===== src/rtl/cfgdec_pkg.sv =====
package cfgdec_pkg;
  typedef enum logic [1:0] {
    ACT_NONE    = 2'd0,
    ACT_OWN     = 2'd1,
    ACT_CONVERT = 2'd2,
    ACT_FORWARD = 2'd3
  } cfg_act_e;

  localparam logic [3:0] CMD_CFG_RD = 4'b1010;
  localparam logic [3:0] CMD_CFG_WR = 4'b1011;

  function automatic logic is_cfg_cmd(input logic [3:0] cmd);
    return (cmd == CMD_CFG_RD) || (cmd == CMD_CFG_WR);
  endfunction

  // Lower bound exclusive, upper bound inclusive.
  function automatic logic in_bus_range(input logic [7:0] bus, input logic [7:0] lo, input logic [7:0] hi);
    return (bus > lo) && (bus <= hi);
  endfunction
endpackage


===== src/rtl/cfgdec_window.sv =====
module cfgdec_window #(
  parameter int BUS_W = 8
) (
  input  logic [BUS_W-1:0] bus_num,
  input  logic [BUS_W-1:0] sec_num,
  input  logic [BUS_W-1:0] sub_num,
  output logic             is_local,
  output logic             is_below
);
  assign is_local = (bus_num == sec_num);
  assign is_below = cfgdec_pkg::in_bus_range(8'(bus_num), 8'(sec_num), 8'(sub_num));
endmodule


===== src/rtl/cfgdec_idsel.sv =====
module cfgdec_idsel #(
  parameter int DEV_W  = 5,
  parameter int LINE_N = 16
) (
  input  logic [DEV_W-1:0]  dev_num,
  output logic [LINE_N-1:0] lines
);
  for (genvar i = 0; i < LINE_N; i++) begin : g_line
    assign lines[i] = (dev_num == DEV_W'(i));
  end
endmodule


===== src/rtl/cfg_route_decoder.sv =====
module cfg_route_decoder
  import cfgdec_pkg::*;
#(
  parameter int NUM_PORTS = 2,
  parameter int BUS_W     = 8,
  parameter int ADDR_W    = 32,
  localparam int PORT_W   = (NUM_PORTS > 1) ? $clog2(NUM_PORTS) : 1
) (
  input  logic                       clk,
  input  logic                       rst_n,
  input  logic                       req_valid,
  input  logic [ADDR_W-1:0]          req_addr,
  input  logic [3:0]                 req_cmd,
  input  logic                       req_idsel,
  input  logic                       req_multi,
  input  logic [NUM_PORTS*BUS_W-1:0] sec_bus,
  input  logic [NUM_PORTS*BUS_W-1:0] sub_bus,
  output logic                       out_valid,
  output logic                       out_claim,
  output logic                       out_disconnect,
  output logic [1:0]                 out_action,
  output logic [PORT_W-1:0]          out_port,
  output logic [ADDR_W-1:0]          out_addr
);
  localparam int BUS_LSB = 16;
  localparam int DEV_LSB = 11;
  localparam int DEV_W   = 5;
  localparam int FN_LSB  = 8;
  localparam int FN_W    = 3;
  localparam int LINE_N  = ADDR_W - BUS_LSB;

  // Named internal events
  logic                 cfg_cmd_hit, type0_hit, type1_hit, own_fn_hit, any_win;
  logic [BUS_W-1:0]     req_bus;
  logic [DEV_W-1:0]     req_dev;
  logic [FN_W-1:0]      req_fn;
  logic [NUM_PORTS-1:0] win_local, win_range;
  logic [PORT_W-1:0]    win_port;
  logic [LINE_N-1:0]    idsel_lines;
  logic [ADDR_W-1:0]    conv_addr;

  cfg_act_e             nx_act;
  logic [PORT_W-1:0]    nx_port;
  logic [ADDR_W-1:0]    nx_addr;
  logic                 nx_claim;

  assign cfg_cmd_hit = is_cfg_cmd(req_cmd);
  assign type0_hit   = (req_addr[1:0] == 2'b00);
  assign type1_hit   = (req_addr[1:0] == 2'b01);
  assign req_bus     = req_addr[BUS_LSB +: BUS_W];
  assign req_dev     = req_addr[DEV_LSB +: DEV_W];
  assign req_fn      = req_addr[FN_LSB +: FN_W];
  assign own_fn_hit  = req_idsel && (int'(req_fn) < NUM_PORTS);

  for (genvar p = 0; p < NUM_PORTS; p++) begin : g_win
    cfgdec_window #(.BUS_W(BUS_W)) u_win (
      .bus_num  (req_bus),
      .sec_num  (sec_bus[p*BUS_W +: BUS_W]),
      .sub_num  (sub_bus[p*BUS_W +: BUS_W]),
      .is_local (win_local[p]),
      .is_below (win_range[p])
    );
  end

  cfgdec_idsel #(.DEV_W(DEV_W), .LINE_N(LINE_N)) u_idsel (
    .dev_num (req_dev),
    .lines   (idsel_lines)
  );

  // Lowest-numbered matching port wins
  always_comb begin
    win_port = '0;
    any_win  = 1'b0;
    for (int p = NUM_PORTS - 1; p >= 0; p--) begin
      if (win_local[p] || win_range[p]) begin
        win_port = PORT_W'(p);
        any_win  = 1'b1;
      end
    end
  end

  always_comb begin
    conv_addr                  = '0;
    conv_addr[ADDR_W-1:BUS_LSB] = idsel_lines;
    conv_addr[10:2]            = req_addr[10:2];
  end

  always_comb begin
    nx_act  = ACT_NONE;
    nx_port = '0;
    nx_addr = req_addr;
    if (cfg_cmd_hit) begin
      if (type0_hit && own_fn_hit) begin
        nx_act  = ACT_OWN;
        nx_port = req_fn[PORT_W-1:0];
      end else if (type1_hit && any_win) begin
        nx_port = win_port;
        if (win_local[win_port]) begin
          nx_act  = ACT_CONVERT;
          nx_addr = conv_addr;
        end else begin
          nx_act  = ACT_FORWARD;
        end
      end
    end
    if (!req_valid) begin
      nx_act  = ACT_NONE;
      nx_port = '0;
      nx_addr = '0;
    end
    nx_claim = (nx_act != ACT_NONE);
  end

  always_ff @(posedge clk) begin
    if (!rst_n) begin
      out_valid      <= 1'b0;
      out_claim      <= 1'b0;
      out_disconnect <= 1'b0;
      out_action     <= ACT_NONE;
      out_port       <= '0;
      out_addr       <= '0;
    end else begin
      out_valid      <= req_valid;
      out_claim      <= nx_claim;
      out_disconnect <= nx_claim && req_multi;
      out_action     <= nx_act;
      out_port       <= nx_port;
      out_addr       <= nx_addr;
    end
  end
endmodule


===== config.mk =====
export PLATFORM = sky130hd
export DESIGN_NAME = cfg_route_decoder
export DESIGN_NICKNAME = d
export VERILOG_FILES = /design/src/rtl/cfgdec_pkg.sv /design/src/rtl/cfgdec_window.sv /design/src/rtl/cfgdec_idsel.sv /design/src/rtl/cfg_route_decoder.sv
export SDC_FILE = /design/constraint.sdc
export NUM_CORES = 1
export LEC_CHECK = 0
export ABC_AREA = 1
export ABC_CLOCK_PERIOD_IN_PS = 2200
export BUFFER_PORTS_ARGS = -buffer_cell sky130_fd_sc_hd__buf_2
export CORE_ASPECT_RATIO = 1.25
export CORE_UTILIZATION = 47
export CTS_CLUSTER_DIAMETER = 200
export DETAILED_ROUTE_END_ITERATION = 16
export PLACE_DENSITY = 0.84
export SLEW_MARGIN = 20
export SYNTH_ARGS = -nofsm -noshare
export SYNTH_HDL_FRONTEND = slang
export SYNTH_SLANG_ARGS = --single-unit

===== constraint.sdc =====
create_clock -name clk -period 2.2 [get_ports clk]
set_clock_uncertainty 0.1 [all_clocks]
set_input_delay 0.22 -clock clk [delete_from_list [all_inputs] [get_ports clk]]
set_output_delay 0.22 -clock clk [all_outputs]
set_load 0.03 [all_outputs]

==> impl_metrics.py <==
metrics = {
    "run_status": {
        "outcome": "finished, final reports clean",
    },
    "clock_tree": {
        "holdBufCountCts": 0,
        "cts_root_buf": "clkbuf_8",
        "clock_sinks": 38,
        "clkTransAtPathRegs_ns": 0.07,
        "cts_tree": "done",
        "cts_buffer_depth": 2,
        "cts_resized": 0,
        "htree_num_levels": 2,
        "cts_setup_buffers": 0,
        "numCtsBuffers": 5,
    },
    "worst_setup_path": {
        "crit_path_end_kind": "flip-flop",
        "required_ns": 2.28,
        "startpoint_type": "input pin",
        "critPathKind": "in2reg",
        "crit_fanout": 37,
        "critical_path_arrival_ns": 1.88,
        "crit_start": "req_addr[17]",
    },
    "global_routing": {
        "grt_pass1_wl_mm": 8.14,
        "grt_util_all_layers": 0.192,
        "grt_use_met3": 0.0421,
        "antenna_found_initial": 0,
        "grt_use_met2": 0.377,
        "grt.met1_usage": 0.198,
        "grt_max_degree": 38,
        "grt_pass1_vias": 2081,
        "busiest_layer": "met2",
        "grt_overflow": 0,
    },
    "finish": {
        "final_util": 0.641,
        "area_delta_synth_final_pct": 29.9,
        "antenna_cells": 0,
        "nNetsFinal": 573,
        "instances_no_fill": 529,
        "fillers": 454,
        "final_cell_mix": "buf_2 (109), nand2_1 (82), inv_1 (80)",
        "drive_gt1_frac": 0.271,
        "final_common_cell": "buf_2",
    },
    "timing": {
        "fin_ws_ns": 0.405,
        "maxSlewViolCount": 0,
        "rsz0062_at_grt": "no",
        "fmax_mhz": 557,
        "worstMarginPinSlew_ns": 0.333,
        "max_slew_margin": 0.777,
        "fin_crit_sh": 0.816,
        "final-setup-viol-count": 0,
        "finalCriticalPeriod_ns": 1.79,
        "final.setup.tns_ns": 0,
        "hold_violations": 0,
        "hold_ws_ns": 0.0410,
    },
    "routing": {
        "drt_iter0_markers": 95,
        "antenna_left": 0,
        "drc": 0,
        "dr.pass1.iters": 4,
        "vias": 2361,
        "wl_mm": 4.89,
        "avgRoutedWirePerCell_um": 9.24,
        "viasPerCell": 4.46,
    },
    "worst_hold_path": {
        "min_from": "req_addr[2]",
        "hold_class": "in2reg",
    },
    "floorplanning": {
        "start_util": 0.493,
        "fp.coreArea_um2": 4800,
        "io_pins": 111,
        "die_h_um": 81.3,
        "row_count": 28,
        "fp.dieArea_um2": 5330,
        "die_x_um": 65.5,
    },
    "placement": {
        "dp_cells": 521,
        "gp_congestion": 0.797,
        "dp_slack_ns": 0.146,
        "hpwl_mm": 4.10,
        "io_buffers": 109,
    },
    "power": {
        "vdd_drop_max_mv": 0.232,
        "power.density_nw_per_um2": 539,
        "p_leak_nw": 2.08,
    },
    "run": {
        "max_cap_viol_count": 0,
    },
    "logic_synthesis": {
        "avgSynthCellArea_um2": 6.65,
        "synth_seq_cells": 38,
        "ys.warnings.count": 0,
        "synth_cell_type_count": 22,
        "synthesis.nets": 461,
        "synthesis.instances": 356,
        "yosysSeqAreaShare": 0.321,
        "synth.cell_area_um2": 2370,
    },
}
-- registers in the layout, summed over array words and instances (netlist names) --
name            cells
out_addr           32
out_action          2
out_claim           1
out_disconnect      1
out_port            1
out_valid           1
-- worst paths after layout --
kind	endpoint	slack, ns	depth (start not counted)
worst max-delay path	out_addr[24]$_SDFF_PN0_	0.41	15
worst min-delay path	out_addr[2]$_SDFF_PN0_	0.04	3
-- worst max-delay path: stages --
cell and delay [ns]:
buf_2 0.14, ha_1 0.32, inv_1 0.06, nor2_1 0.03, o21ai_1 0.11, nand2_1 0.06, nand2_1 0.06, nand2_1 0.07
a21oi_1 0.22, nand2_1 0.13, nand4_4 0.09, buf_12 0.19, nand2_1 0.08, nand2_1 0.06, nor2_1 0.04
-- cells in the mapped netlist, drive strengths merged --
library cell	n	area share
dfxtp	38	0.32
nand4	7	0.027
ha	32	0.17
nand3	9	0.019
nand2	86	0.14
a21o	2	0.0063
a21boi	1	0.0032
a21oi	13	0.027
o21ai	4	0.0085
nor2	72	0.12
inv	81	0.13
o21a	2	0.0063
buf	5	0.019
clkbuf	1	0.0016
nor3	3	0.0063
-- power breakdown --
part | internal [mW] | switching [mW] | total [mW]
combinational | 0.148 | 0.225 | 0.373
clock | 0.333 | 0.232 | 0.566
sequential | 0.712 | 0.00511 | 0.717
total | 1.19 | 0.463 | 1.66
-- layout make-up --
class	instances	area (um2)	share of cell area
repair buffers	111	573	0.186
well taps	60	75.1	0.0244
multi-input cells	231	1250	0.408
inverters	81	304	0.0989
flip-flops and latches	38	761	0.247
clock buffers	5	68.8	0.0224
clock inverters	3	40.0	0.0130
-- through the flow --
stage | power [mW] | instance area, um2
floorplan | 0.971 | 2370
global placement | 1.10 | 2970
detailed placement | 1.11 | 2970
CTS | 1.67 | 3080
global route | 1.75 | 3080
finish | 1.66 | 3080
-- cells by family after synthesis --
family | after synthesis | synth area share
simple gates | 177 | 0.309
buf+inv | 87 | 0.149
flops | 38 | 0.321
fa+ha+maj | 32 | 0.169
compound gates | 22 | 0.0518
-- per-layer routing --
metal	part of all wire	wire length [um]
met5	0	0
met4	0.012	58
met3	0.067	329
met2	0.50	2450
met1	0.42	2050
No activity file was read; power rests on OpenSTA's default activity.
